File: config.mk
export PLATFORM = sky130hd
export DESIGN_NAME = tape_word_builder
export DESIGN_NICKNAME = d
export VERILOG_FILES = /design/src/rtl/tape_pkg.sv /design/src/rtl/tape_uart_rx.sv /design/src/rtl/tape_frame_filter.sv /design/src/rtl/tape_word_accum.sv /design/src/rtl/tape_word_builder.sv
export SDC_FILE = /design/constraint.sdc
export NUM_CORES = 1
export LEC_CHECK = 0
export ABC_AREA = 0
export ABC_CLOCK_PERIOD_IN_PS = 5430
export BUFFER_PORTS_ARGS = -buffer_cell sky130_fd_sc_hd__buf_4
export CAP_MARGIN = 20
export CORE_MARGIN = 3
export CORE_UTILIZATION = 43
export CTS_BUF_LIST = sky130_fd_sc_hd__clkbuf_4 sky130_fd_sc_hd__clkbuf_8 sky130_fd_sc_hd__clkbuf_16
export DETAILED_ROUTE_END_ITERATION = 6
export GPL_TIMING_DRIVEN = 0
export HOLD_SLACK_MARGIN = 0.03
export SLEW_MARGIN = 0
export SYNTH_ARGS = -nofsm -noshare
export SYNTH_HDL_FRONTEND = slang
export SYNTH_SLANG_ARGS = --single-unit
File: constraint.sdc
create_clock -name clk -period 5.43 [get_ports clk]
set_input_delay 1.086 -clock clk [delete_from_list [all_inputs] [get_ports clk]]
set_output_delay 1.086 -clock clk [all_outputs]
set_load 0.03 [all_outputs]
File: src/rtl/tape_pkg.sv
package tape_pkg;

    localparam int BYTE_W   = 8;
    localparam int FLAG_BIT = 7;
    localparam int PAY_W    = 6;
    localparam int FRAMES   = 3;
    localparam int WORD_W   = PAY_W * FRAMES;

    typedef enum logic [1:0] {
        RX_IDLE  = 2'd0,
        RX_START = 2'd1,
        RX_DATA  = 2'd2,
        RX_STOP  = 2'd3
    } rx_state_t;

    // One received character as handed from the receiver to the filter
    typedef struct packed {
        logic              strobe;
        logic [BYTE_W-1:0] data;
        logic              stop_bad;
    } rx_byte_t;

    // A filtered frame: take is high only for a good, flagged byte
    typedef struct packed {
        logic             take;
        logic [PAY_W-1:0] payload;
    } frame_t;

    function automatic int cycles_per_bit(input int clk_hz, input int baud);
        return clk_hz / baud;
    endfunction

endpackage

File: src/rtl/tape_uart_rx.sv
module tape_uart_rx
    import tape_pkg::*;
#(
    parameter int BIT_CYC = 434
) (
    input  logic     clk,
    input  logic     rst,
    input  logic     rx_line,
    output rx_byte_t rx_o
);
    localparam int HALF  = BIT_CYC / 2;
    localparam int CNT_W = $clog2(BIT_CYC);
    localparam int IDX_W = $clog2(BYTE_W);

    logic [1:0]        sync;
    logic              prev;
    rx_state_t         st;
    logic [CNT_W-1:0]  cnt;
    logic [IDX_W-1:0]  idx;
    logic [BYTE_W-1:0] sh;
    logic              line;

    assign line = sync[1];

    always_ff @(posedge clk) begin
        if (rst) begin
            sync <= 2'b11;
            prev <= 1'b1;
            st   <= RX_IDLE;
            cnt  <= '0;
            idx  <= '0;
            sh   <= '0;
            rx_o <= '0;
        end else begin
            sync          <= {sync[0], rx_line};
            prev          <= line;
            rx_o.strobe   <= 1'b0;
            rx_o.stop_bad <= 1'b0;
            case (st)
                RX_IDLE: begin
                    if (prev && !line) begin
                        st  <= RX_START;
                        cnt <= '0;
                    end
                end
                RX_START: begin
                    if (cnt == CNT_W'(HALF - 1)) begin
                        cnt <= '0;
                        idx <= '0;
                        st  <= line ? RX_IDLE : RX_DATA;
                    end else begin
                        cnt <= cnt + 1'b1;
                    end
                end
                RX_DATA: begin
                    if (cnt == CNT_W'(BIT_CYC - 1)) begin
                        cnt <= '0;
                        sh  <= {line, sh[BYTE_W-1:1]};
                        if (idx == IDX_W'(BYTE_W - 1)) st <= RX_STOP;
                        else idx <= idx + 1'b1;
                    end else begin
                        cnt <= cnt + 1'b1;
                    end
                end
                RX_STOP: begin
                    if (cnt == CNT_W'(BIT_CYC - 1)) begin
                        cnt           <= '0;
                        st            <= RX_IDLE;
                        rx_o.strobe   <= 1'b1;
                        rx_o.data     <= sh;
                        rx_o.stop_bad <= !line;
                    end else begin
                        cnt <= cnt + 1'b1;
                    end
                end
                default: st <= RX_IDLE;
            endcase
        end
    end

    assert_strobe_pulse_R1: assert property (@(posedge clk) disable iff (rst)
        rx_o.strobe |=> !rx_o.strobe);

    assert_ferr_pulse_R8: assert property (@(posedge clk) disable iff (rst)
        rx_o.stop_bad |=> !rx_o.stop_bad);

    assert_start_confirm_R2: assert property (@(posedge clk) disable iff (rst)
        (st == RX_DATA && $past(st) == RX_START) |-> !$past(line));

endmodule

File: src/rtl/tape_frame_filter.sv
module tape_frame_filter
    import tape_pkg::*;
(
    input  rx_byte_t rx_i,
    output frame_t   fr_o
);
    always_comb begin
        fr_o.take    = rx_i.strobe && !rx_i.stop_bad && rx_i.data[FLAG_BIT];
        fr_o.payload = rx_i.data[PAY_W-1:0];
    end
endmodule

File: src/rtl/tape_word_accum.sv
module tape_word_accum
    import tape_pkg::*;
(
    input  logic              clk,
    input  logic              rst,
    input  frame_t            fr_i,
    output logic [WORD_W-1:0] word_o,
    output logic              valid_o
);
    localparam int CW = $clog2(FRAMES);

    logic [WORD_W-1:0] acc;
    logic [CW-1:0]     cnt;
    logic [WORD_W-1:0] next_acc;

    assign next_acc = {acc[WORD_W-PAY_W-1:0], fr_i.payload};

    always_ff @(posedge clk) begin
        if (rst) begin
            acc     <= '0;
            cnt     <= '0;
            word_o  <= '0;
            valid_o <= 1'b0;
        end else begin
            valid_o <= 1'b0;
            if (fr_i.take) begin
                acc <= next_acc;
                if (cnt == CW'(FRAMES - 1)) begin
                    cnt     <= '0;
                    word_o  <= next_acc;
                    valid_o <= 1'b1;
                end else begin
                    cnt <= cnt + 1'b1;
                end
            end
        end
    end

    assert_ignore_R3: assert property (@(posedge clk) disable iff (rst)
        !fr_i.take |=> ($stable(acc) && $stable(cnt)));

    assert_cnt_range_R7: assert property (@(posedge clk) disable iff (rst)
        cnt < CW'(FRAMES));

    assert_wrap_R7: assert property (@(posedge clk) disable iff (rst)
        valid_o |-> (cnt == '0));

    assert_valid_pulse_R6: assert property (@(posedge clk) disable iff (rst)
        valid_o |=> !valid_o);

    assert_hold_R6: assert property (@(posedge clk) disable iff (rst)
        !valid_o |-> $stable(word_o));

endmodule

File: src/rtl/tape_word_builder.sv
module tape_word_builder
    import tape_pkg::*;
#(
    parameter int CLK_HZ = 50_000_000,
    parameter int BAUD   = 115_200
) (
    input  logic              clk,
    input  logic              rst,
    input  logic              rx_line,
    output logic [WORD_W-1:0] word_out,
    output logic              word_valid,
    output logic              frame_err
);
    localparam int BIT_CYC = cycles_per_bit(CLK_HZ, BAUD);

    rx_byte_t rx_b;
    frame_t   fr;

    tape_uart_rx #(.BIT_CYC(BIT_CYC)) u_rx (
        .clk     (clk),
        .rst     (rst),
        .rx_line (rx_line),
        .rx_o    (rx_b)
    );

    tape_frame_filter u_filt (
        .rx_i (rx_b),
        .fr_o (fr)
    );

    tape_word_accum u_acc (
        .clk     (clk),
        .rst     (rst),
        .fr_i    (fr),
        .word_o  (word_out),
        .valid_o (word_valid)
    );

    assign frame_err = rx_b.stop_bad;

    assert_word_from_frame_R5: assert property (@(posedge clk) disable iff (rst)
        word_valid |-> $past(fr.take));

    assert_err_not_taken_R8: assert property (@(posedge clk) disable iff (rst)
        frame_err |-> !fr.take);

endmodule

==> results.md, run 1 <==
* Global-route wire length before repair at 9540 um
* Post-Place Cells at 405
* ANT cells at 0
* Area growth syn-to-layout at 18.2%
* Unrepaired setup endpoints after global routing: no
* Syn_area_per_cell at 8.65 sq um
* Final setup margin at 3.32 ns
* Maximum Capacitance Violations at 0
* Clock sink count at 67
* Avg WL per Cell at 13.1 um
* Post-Synth Adder-Cell Area at 0.0235
* Slowest CP cell: a21oi_1
* CTS Buf Count at 9
* Hold depth at 1
* Compound-gate portion of the synthesized area at 0.140
* Max FO, Critical Path at 10
* Vias in the first global route at 1955
* Die area at 0.00718 sq mm
* Most common cell after layout, fill and taps aside: nand2_1
* Total grt overflow at 0
* # DRC at 0
* Post-synth EDFFs at 0
* CP endpoint kind: flop
* Crit-path cells: inv_1 > ha_1 > nor4b_1 > a21oi_1 > clkbuf_1 > o22ai_1 > a21oi_1
* Final setup viols at 0
* Max Slew Vio Count at 0
* Die height at 84.7 um
* Hold Crit Start: u_rx.sync[0]
* Ranking of synthesized cells by area: dfxtp_1, nand2_1, a21oi_1
* Post-synthesis register bit count at 67
* Outcome: finished clean
* Power Density at 309 mW/mm^2
* Vias per cell at 5.21
* Clock latency on the worst-skew pair at 0.35 ns
* Largest family of logic cells by synthesized area: simple AND/OR/NAND/NOR gates
* Worst VDD drop at 0.000180 V
* Die width at 84.7 um
* Simple-gate share of the synthesized area at 0.246
* Post-synthesis net count at 316
* Row count at 28
* Post-Route WL at 5510 um
* Final net count at 350
* Post-synthesis instance total at 308
* Tcrit/Tclk final at 0.389
* H-Tree Depth at 3
* Setup TNS at 0 ns
* Critical path origin: u_rx.cnt[0]
* Count of hold-fix buffers inserted at cts at 0
* Post-synth top flop: dfxtp_1
* Core area at 0.00596 sq mm
* Required @ worst endpoint at 5.70 ns
* Post-CTS Resized at 0
* WP data arrival at 2.39 ns
* Ports at 23
* Setup slack, reg-to-reg at 3.32 ns
* Yosys top cell area share at 0.503
* Reg2reg start: u_rx.cnt[0]
* Hold Path Class: reg2reg
* Post-CTS Setup Inserts at 0
* Detailed Routing Iterations Pass 1 at 4
* Seq/Total Area, Yosys at 0.503
* Count of final hold-check violations at 0
* Clock transition at path regs at 0.07 ns
* Placer Congestion at 0.773
* Leakage at 1.10 nW
* GRT Overall Usage at 0.167
* CTS root buf: clkbuf_8
* Fraction of layout cells with a size suffix above 1 at 0.138
* Fmax at 0.473 GHz
* Synth cell types at 34
* # fillers at 565
* Port Buffers at 22
* Initial antenna violation count at 0
* Final cell count without fillers at 422
* Tmin final at 2.11 ns
* Clock buffer depth at 2
* Post-synth ARST share at 0
* Placement Setup Slack at 3.15 ns
* Hold WS at 0.422 ns
* DRT iter0 DRCs at 154
* DR vias at 2199
* Routed Antenna Nets at 0
* Largest net degree at the start of global routing at 13
* Slowest stage delay, CP at 0.49 ns
* Mapped cell area at 0.00267 sq mm
* Total power at 0.000973 W
* Initial Util at 0.447
* Synth Area in XOR/XNOR at 0
* Yosys warns at 0
* Crit-path most repeated cell: a21oi_1
* Skew final at 0.00735 ns
* TritonCTS clock tree: done
* Most frequent cells in the layout: nand2_1, dfxtp_1, a21oi_1
* Largest area contributor in the netlist: dfxtp_1
* Type of origin of the critical path: flop
* Post-DP HPWL at 3760 um
* Slew headroom at 0.477
* Setup Crit Path Kind: reg2reg
* Mux cell area share after synthesis at 0.0601
* Worst Reg-to-Reg Cells at 7
* Least-Margin Pin Slew at 0.782 ns
final cells by class:
cell class,instances,area (sq um),area share
sequential,67,1340,0.426
multi-input combinational,222,1250,0.397
timing repair buffer,23,173,0.0548
clock buffer,10,131,0.0417
tap,75,93.8,0.0298
clock inverter,6,87.6,0.0278
buffer,16,61.3,0.0195
inverter,3,11.3,0.00357
critical path: cells and delay by family (launching register included):
family | cells | cell delay [ns]
buf+inv | 2 | 0.49
compound gates | 3 | 0.81
simple gates | 1 | 0.14
fa+ha+maj | 1 | 0.19
flops | 1 | 0.40
Yosys cell counts, drive strengths merged (3+ instances only):
cell	instances
or2	3
inv	3
o22ai	7
o21a	3
nand3	3
a21oi	44
nor3	8
or3	3
nor2	20
mux2i	16
nor4	4
clkbuf	15
nand3b	3
o311ai	3
nand2	75
dfxtp	67
ha	5
o41ai	3
state kept, by name (all words and copies together), names as in the netlist, named ones only:
register / cells
u_rx.prev: 1
u_rx.cnt: 9
u_rx.st: 1
u_rx.rx_o: 9
u_acc.valid_o: 1
u_acc.acc: 12
u_rx.sh: 8
u_rx.sync: 2
u_rx.idx: 3
u_acc.word_o: 18
u_acc.cnt: 2
logic make-up (layout without fill, tap and decap cells):
family	after synthesis	after routing
flip-flops	67	67
adder cells (fa/ha/maj)	5	5
multiplexers	16	16
buffers and inverters	19	58
AO/OA/AOI/OAI	65	65
AND/OR/NAND/NOR	136	136
stage by stage:
| stage | cell area (sq um) | utilization |
|---|---|---|
| 6_report | 3150 | 0.529 |
| 5_1_grt | 3150 | 0.529 |
| 4_1_cts | 3140 | 0.528 |
| 3_5_place_dp | 2920 | 0.491 |
| 3_3_place_gp | 2920 | 0.491 |
| 2_1_floorplan | 2670 | - |
per-layer routing:
| metal | GRT usage | wire [um] |
|---|---|---|
| met1 | 0.239 | 2840 |
| met2 | 0.241 | 2380 |
| met3 | 0.0353 | 191 |
| met4 | 0.0777 | 97 |
| met5 | 0 | 0 |
path summary, 6_finish.rpt:
path | to
max | u_rx.cnt[6]
min | u_rx.sync[1]
max reg2reg | u_rx.cnt[6]
min reg2reg | u_rx.sync[1]
report_power, final:
part | switching, W | leakage (nW) | internal (W) | total (W)
combinational | 0.0000144 | 0.448 | 0.00000519 | 0.0000196
sequential | 0.00000117 | 0.540 | 0.000492 | 0.000494
clock | 0.000194 | 0.114 | 0.000265 | 0.000460
total | 0.000210 | 1.10 | 0.000763 | 0.000973
Power figures use the tool's default switching activity.
==> run 2, diff against run 1 <==
Settings changed: ABC_CLOCK_PERIOD_IN_PS 5430 to 1900.
Clock period 5.43 ns to 1.9 ns, I/O delays scaled along.
==> run 2 against run 1 <==
Compared with the run above:
- critical path depth shrank 1
- worst setup slack worse by 3.2 ns
- die area unchanged
- clock skew about the same
- power increased to 2.9 times the previous value
- hold slack lost 0.20 ns
- first-iteration DRC count grew 1.3%
- critical path type unchanged
- critical endpoint is now u_rx.rx_o[2]
- largest power group unchanged
- highest routed layer unchanged
==> results.md, run 2 (synthesis results as in run 1) <==
* # DRC at 0 (unchanged)
* Vias in the first global route at 1964 (+0.46%)
* Tmin final at 1.79 ns (-0.329 ns)
* Hold depth at 2 (+1)
* Die height at 84.7 um (unchanged)
* Max FO, Critical Path at 8 (-2)
* CP endpoint kind: flop
* Routed Antenna Nets at 0 (unchanged)
* Post-Place Cells at 405 (unchanged)
* Reg2reg start: u_rx.cnt[2]
* Placer Congestion at 0.773 (unchanged)
* Setup Crit Path Kind: reg2reg
* Unrepaired setup endpoints after global routing: no
* Final cell count without fillers at 431 (+2.1%)
* Max Slew Vio Count at 0 (unchanged)
* Worst VDD drop at 0.000517 V (+190%)
* Largest net degree at the start of global routing at 13 (unchanged)
* H-Tree Depth at 3 (unchanged)
* CTS Buf Count at 9 (unchanged)
* Tcrit/Tclk final at 0.940 (+0.550)
* Row count at 28 (unchanged)
* Final setup viols at 0 (unchanged)
* Avg WL per Cell at 13.3 um (+1.8%)
* Slew headroom at 0.618 (+0.141)
* DRT iter0 DRCs at 156 (+1.3%)
* Core area at 0.00596 sq mm (unchanged)
* Fin util at 0.551 (+0.0218)
* ANT cells at 0 (unchanged)
* GRT Overall Usage at 0.169 (+0.00163)
* Setup slack, reg-to-reg at 0.11 ns (-3.20 ns)
* Fin area at 0.00328 sq mm (+4.1%)
* Hold Crit Start: rx_line
* Placement Setup Slack at -0.240 ns (-3.39 ns)
* Required @ worst endpoint at 2.11 ns (-3.59 ns)
* Die width at 84.7 um (unchanged)
* Most common cell after layout, fill and taps aside: nand2_1
* Clock latency on the worst-skew pair at 0.34 ns (about the same)
* Fmax at 0.560 GHz (+18%)
* CTS root buf: clkbuf_8
* Type of origin of the critical path: flop
* Detailed Routing Iterations Pass 1 at 4 (unchanged)
* DP Area at 0.00292 sq mm (unchanged)
* Outcome: finished clean
* Largest regs: u_acc.word_o x18, u_acc.acc x12
* Maximum Capacitance Violations at 0 (unchanged)
* Initial Util at 0.447 (unchanged)
* Final setup margin at 0.115 ns (-3.20 ns)
* Die area at 0.00718 sq mm (unchanged)
* Most frequent cells in the layout: nand2_1, dfxtp_1, a21oi_1
* Max reg flops at 18 (unchanged)
* Skew final at 0.00705 ns (-0.000295 ns)
* Ports at 23 (unchanged)
* Reg2reg end: u_rx.rx_o[2]
* Global-route wire length before repair at 9630 um (+0.94%)
* Count of final hold-check violations at 0 (unchanged)
* Final net count at 359 (+2.6%)
* Port Buffers at 22 (unchanged)
* Initial antenna violation count at 0 (unchanged)
* Post-Route WL at 5730 um (+4.0%)
* Leakage at 1.17 nW (+5.7%)
* Fraction of layout cells with a size suffix above 1 at 0.185 (+0.0471)
* Clock transition at path regs at 0.07 ns (about the same)
* Total grt overflow at 0 (unchanged)
* Clock buffer depth at 2 (unchanged)
* Worst Hold Path EP: u_rx.sync[0]
* Area growth syn-to-layout at 23.1%
* Worst Reg-to-Reg Cells at 6 (-1)
* Clock sink count at 67 (unchanged)
* Biggest register: u_acc.word_o
* WP data arrival at 2.00 ns (-0.39 ns)
* Least-Margin Pin Slew at 0.573 ns (-0.209 ns)
* Setup TNS at 0 ns (unchanged)
* Vias per cell at 5.19 (-0.40%)
* Hold Path Class: in2reg
* Power Density at 847 mW/mm^2 (+170%)
* Post-DP HPWL at 3760 um (unchanged)
* DR vias at 2237 (+1.7%)
* Count of hold-fix buffers inserted at cts at 0 (unchanged)
* TritonCTS clock tree: done
==> run 2: cell types whose count changed in the layout (fill, tap and decap cells not counted), sizes merged <==
cell	previous run	this run
clkbuf	26	24
buf	23	34
==> run 2: how the worst max path moves through the flow <==
stage | from | depth (start not counted) | slack [ns] | to
2_1_floorplan | u_rx.cnt[2] | 5 | 0.1 | u_rx.sh[7]
3_3_place_gp | u_rx.cnt[0] | 7 | -0.20 | u_rx.cnt[1]
3_5_place_dp | u_rx.cnt[0] | 7 | -0.24 | u_rx.cnt[4]
4_1_cts | u_rx.rx_o[0] | 5 | 0.004 | u_acc.word_o[8]
5_1_grt | u_rx.cnt[2] | 6 | 0.001 | u_rx.rx_o[2]
6_report | u_rx.cnt[2] | 6 | 0.11 | u_rx.rx_o[2]
==> run 2: layer usage <==
layer | share of wire | GRT usage | vias up
li1 | - | - | 1149
met1 | 0.51 | 0.240 | 1032
met2 | 0.43 | 0.245 | 46
met3 | 0.036 | 0.0353 | 10
met4 | 0.020 | 0.0777 | 0
met5 | 0 | 0 | -
==> run 2: layout make-up <==
| class | count | area, sq um |
|---|---|---|
| Buffer | 16 | 66.3 |
| Timing Repair Buffer | 32 | 265 |
| Fill cell | 553 | 2680 |
| Clock buffer | 10 | 131 |
| Inverter | 3 | 11.3 |
| Multi-Input combinational cell | 222 | 1280 |
| Tap cell | 75 | 93.8 |
| Clock inverter | 6 | 87.6 |
| Sequential cell | 67 | 1340 |
==> run 2: stage by stage <==
stage / hold slack (ns) / total power, W
4_1_cts: 0.214 / 0.00280
6_report: 0.221 / 0.00278
5_1_grt: 0.214 / 0.00288
2_1_floorplan: 0.389 / 0.00148
3_5_place_dp: 0.398 / 0.00150
3_3_place_gp: 0.392 / 0.00150
==> run 2: timing repair <==
action	4_1_cts	5_1_grt
gates resized for setup	4	11
buffers inserted	1	8
setup endpoints to repair	35	36
pin swaps	2	5
==> run 2: power breakdown <==
group / internal, W / switching [W]
Combinational: 0.0000172 / 0.0000424
Sequential: 0.00141 / 0.00000340
Clock: 0.000758 / 0.000550
==> run 2: critical path: stages, from the launching register on <==
cell,delay (ns)
dfxtp_2,0.37
or4b_1,0.53
buf_2,0.18
nor3_4,0.20
buf_12,0.15
mux2i_1,0.18
nor2_1,0.05
==> run 3, diff against run 2 <==
Settings changed: CORE_UTILIZATION 43 to 45, PLACE_DENSITY set to 0.65.
==> run 3 against run 2 <==
Compared with the run above:
- sequential power hardly changed
- maximum frequency down 1.0%
- via count shrank 0.80%
- critical path depth unchanged
- cell count shrank 1.4%
- flip-flop and latch count stayed put
- clock skew decreased by 0.0016 ns
- register-to-register slack lost 0.02 ns
- global-route usage rose by 0.22 points
- critical endpoint is now u_rx.rx_o[4]
- highest routed layer unchanged
==> results.md, run 3 (synthesis results as in run 1) <==
* DP Area at 0.00292 sq mm (-0.13%)
* Power Density at 881 mW/mm^2 (+4.0%)
* Vias per cell at 5.22 (+0.60%)
* DR vias at 2219 (-0.80%)
* Largest net degree at the start of global routing at 13 (unchanged)
* Leakage at 1.16 nW (-0.72%)
* Row count at 27 (-3.6%)
* CTS root buf: clkbuf_8
* Fmax at 0.554 GHz (-1.0%)
* Hold Crit Start: rx_line
* Placement Setup Slack at -0.204 ns (+0.0359 ns)
* Skew final at 0.00541 ns (-0.00164 ns)
* Routed Antenna Nets at 0 (unchanged)
* Max FO, Critical Path at 8 (unchanged)
* Ports at 23 (unchanged)
* Fin area at 0.00328 sq mm (-0.11%)
* Final cell count without fillers at 425 (-1.4%)
* Die height at 83.0 um (-2.1%)
* Critical path origin: u_rx.cnt[2]
* Post-Route WL at 5710 um (-0.33%)
* Global-route wire length before repair at 9700 um (+0.72%)
* Setup Crit Path Kind: reg2reg
* Reg2reg start: u_rx.cnt[2]
* Total grt overflow at 0 (unchanged)
* Crit-path cells: or4b_1 > buf_2 > nor3_4 > buf_12 > mux2i_1 > nor2_1
* Unrepaired setup endpoints after global routing: no
* Count of hold-fix buffers inserted at cts at 0 (unchanged)
* Clock buffer depth at 2 (unchanged)
* ANT cells at 0 (unchanged)
* Core area at 0.00561 sq mm (-5.8%)
* Post-DP HPWL at 3740 um (-0.57%)
* Tmin final at 1.80 ns (+0.0184 ns)
* Final setup viols at 0 (unchanged)
* Hold Path Class: in2reg
* Clock sink count at 67 (unchanged)
* WP data arrival at 2.01 ns (about the same)
* Avg WL per Cell at 13.4 um (+1.1%)
* Bufs and invs on worst path at 2 (unchanged)
* Slew headroom at 0.600 (-0.0181)
* Largest regs: u_acc.word_o x18, u_acc.acc x12
* Setup TNS at 0 ns (unchanged)
* Post-Place Cells at 402 (-0.74%)
* Vias in the first global route at 2042 (+4.0%)
* Worst VDD drop at 0.000562 V (+8.6%)
* Most frequent cells in the layout: nand2_1, dfxtp_1, a21oi_1
* Port Buffers at 22 (unchanged)
* Initial antenna violation count at 0 (unchanged)
* Required @ worst endpoint at 2.11 ns (about the same)
* Max reg flops at 18 (unchanged)
* Family with the most delay on the worst path: simple AND/OR/NAND/NOR gates
* Final net count at 357 (-0.56%)
* Slowest stage delay, CP at 0.55 ns (+0.02 ns)
* Count of final hold-check violations at 0 (unchanged)
* Placer Congestion at 0.804 (+3.9%)
* Detailed Routing Iterations Pass 1 at 4 (unchanged)
* CP endpoint kind: flop
* TritonCTS clock tree: done
* Area growth syn-to-layout at 23.0%
* Maximum Capacitance Violations at 0 (unchanged)
* Most common cell after layout, fill and taps aside: nand2_1
* Biggest register: u_acc.word_o
* GRT Overall Usage at 0.171 (+0.00224)
* # fillers at 500 (-9.6%)
* Type of origin of the critical path: flop
* Clock latency on the worst-skew pair at 0.34 ns (about the same)
* # DRC at 0 (unchanged)
* Fraction of layout cells with a size suffix above 1 at 0.178 (-0.00692)
* H-Tree Depth at 3 (unchanged)
* Final setup margin at 0.0964 ns (-0.0184 ns)
* Tcrit/Tclk final at 0.949 (+0.00967)
* Clock transition at path regs at 0.07 ns (about the same)
* Least-Margin Pin Slew at 0.600 ns (+0.0271 ns)
* CTS Buf Count at 9 (unchanged)
* Outcome: finished clean
* DRT iter0 DRCs at 115 (-26%)
* Initial Util at 0.475 (+0.0278)
* Die area at 0.00688 sq mm (-4.1%)
* Die width at 83.0 um (-2.1%)
* Slowest CP cell: or4b_1
* Max Slew Vio Count at 0 (unchanged)
## run 3: what timing repair did
action	in CTS	in global routing
setup endpoints to repair	35	33
pin swaps	2	3
setup buffers	2	5
resized for setup	3	10
hold endpoints to repair	0	0
## run 3: layout make-up
class | instances | area (sq um) | share of cell area
clock inverter | 6 | 115 | 0.0351
inverter | 3 | 11.3 | 0.00344
tap | 72 | 90.1 | 0.0275
buffer | 16 | 63.8 | 0.0195
multi-input combinational | 222 | 1280 | 0.391
clock buffer | 9 | 124 | 0.0378
sequential | 67 | 1340 | 0.410
timing repair buffer | 30 | 248 | 0.0756
## run 3: worst paths after layout
kind / to / slack (ns) / cells after the start
setup / recovery: u_rx.rx_o[4] / 0.1 / 6
hold / removal: u_rx.sync[0] / 0.22 / 2
setup reg to reg: u_rx.rx_o[4] / 0.1 / 6
hold reg to reg: u_rx.sync[1] / 0.41 / 1
## run 3: stage by stage
step	power (W)	util	hold WS, ns
floorplan	0.00148	-	0.389
global placement	0.00150	0.521	0.392
detailed placement	0.00150	0.521	0.397
finish	0.00289	0.584	0.224
CTS	0.00291	0.573	0.210
global route	0.00298	0.584	0.228
## run 3: power breakdown
part | internal, W | leakage [nW] | switching (W)
clock | 0.000868 | 0.115 | 0.000549
sequential | 0.00141 | 0.541 | 0.00000337
combinational | 0.0000163 | 0.500 | 0.0000415
## run 3: worst register-to-register path, delay by kind of cell, from the launching register on
kind / cells / cell delay, ns
mux: 1 / 0.20
flops: 1 / 0.37
simple gates: 3 / 0.76
buf+inv: 2 / 0.34
## run 3: metal layers
metal | share of wire | global-route usage | up-vias
li1 | - | - | 1148
met1 | 0.49 | 0.227 | 1021
met2 | 0.45 | 0.262 | 40
met3 | 0.043 | 0.0407 | 10
met4 | 0.016 | 0.0802 | 0
met5 | 0 | 0 | -
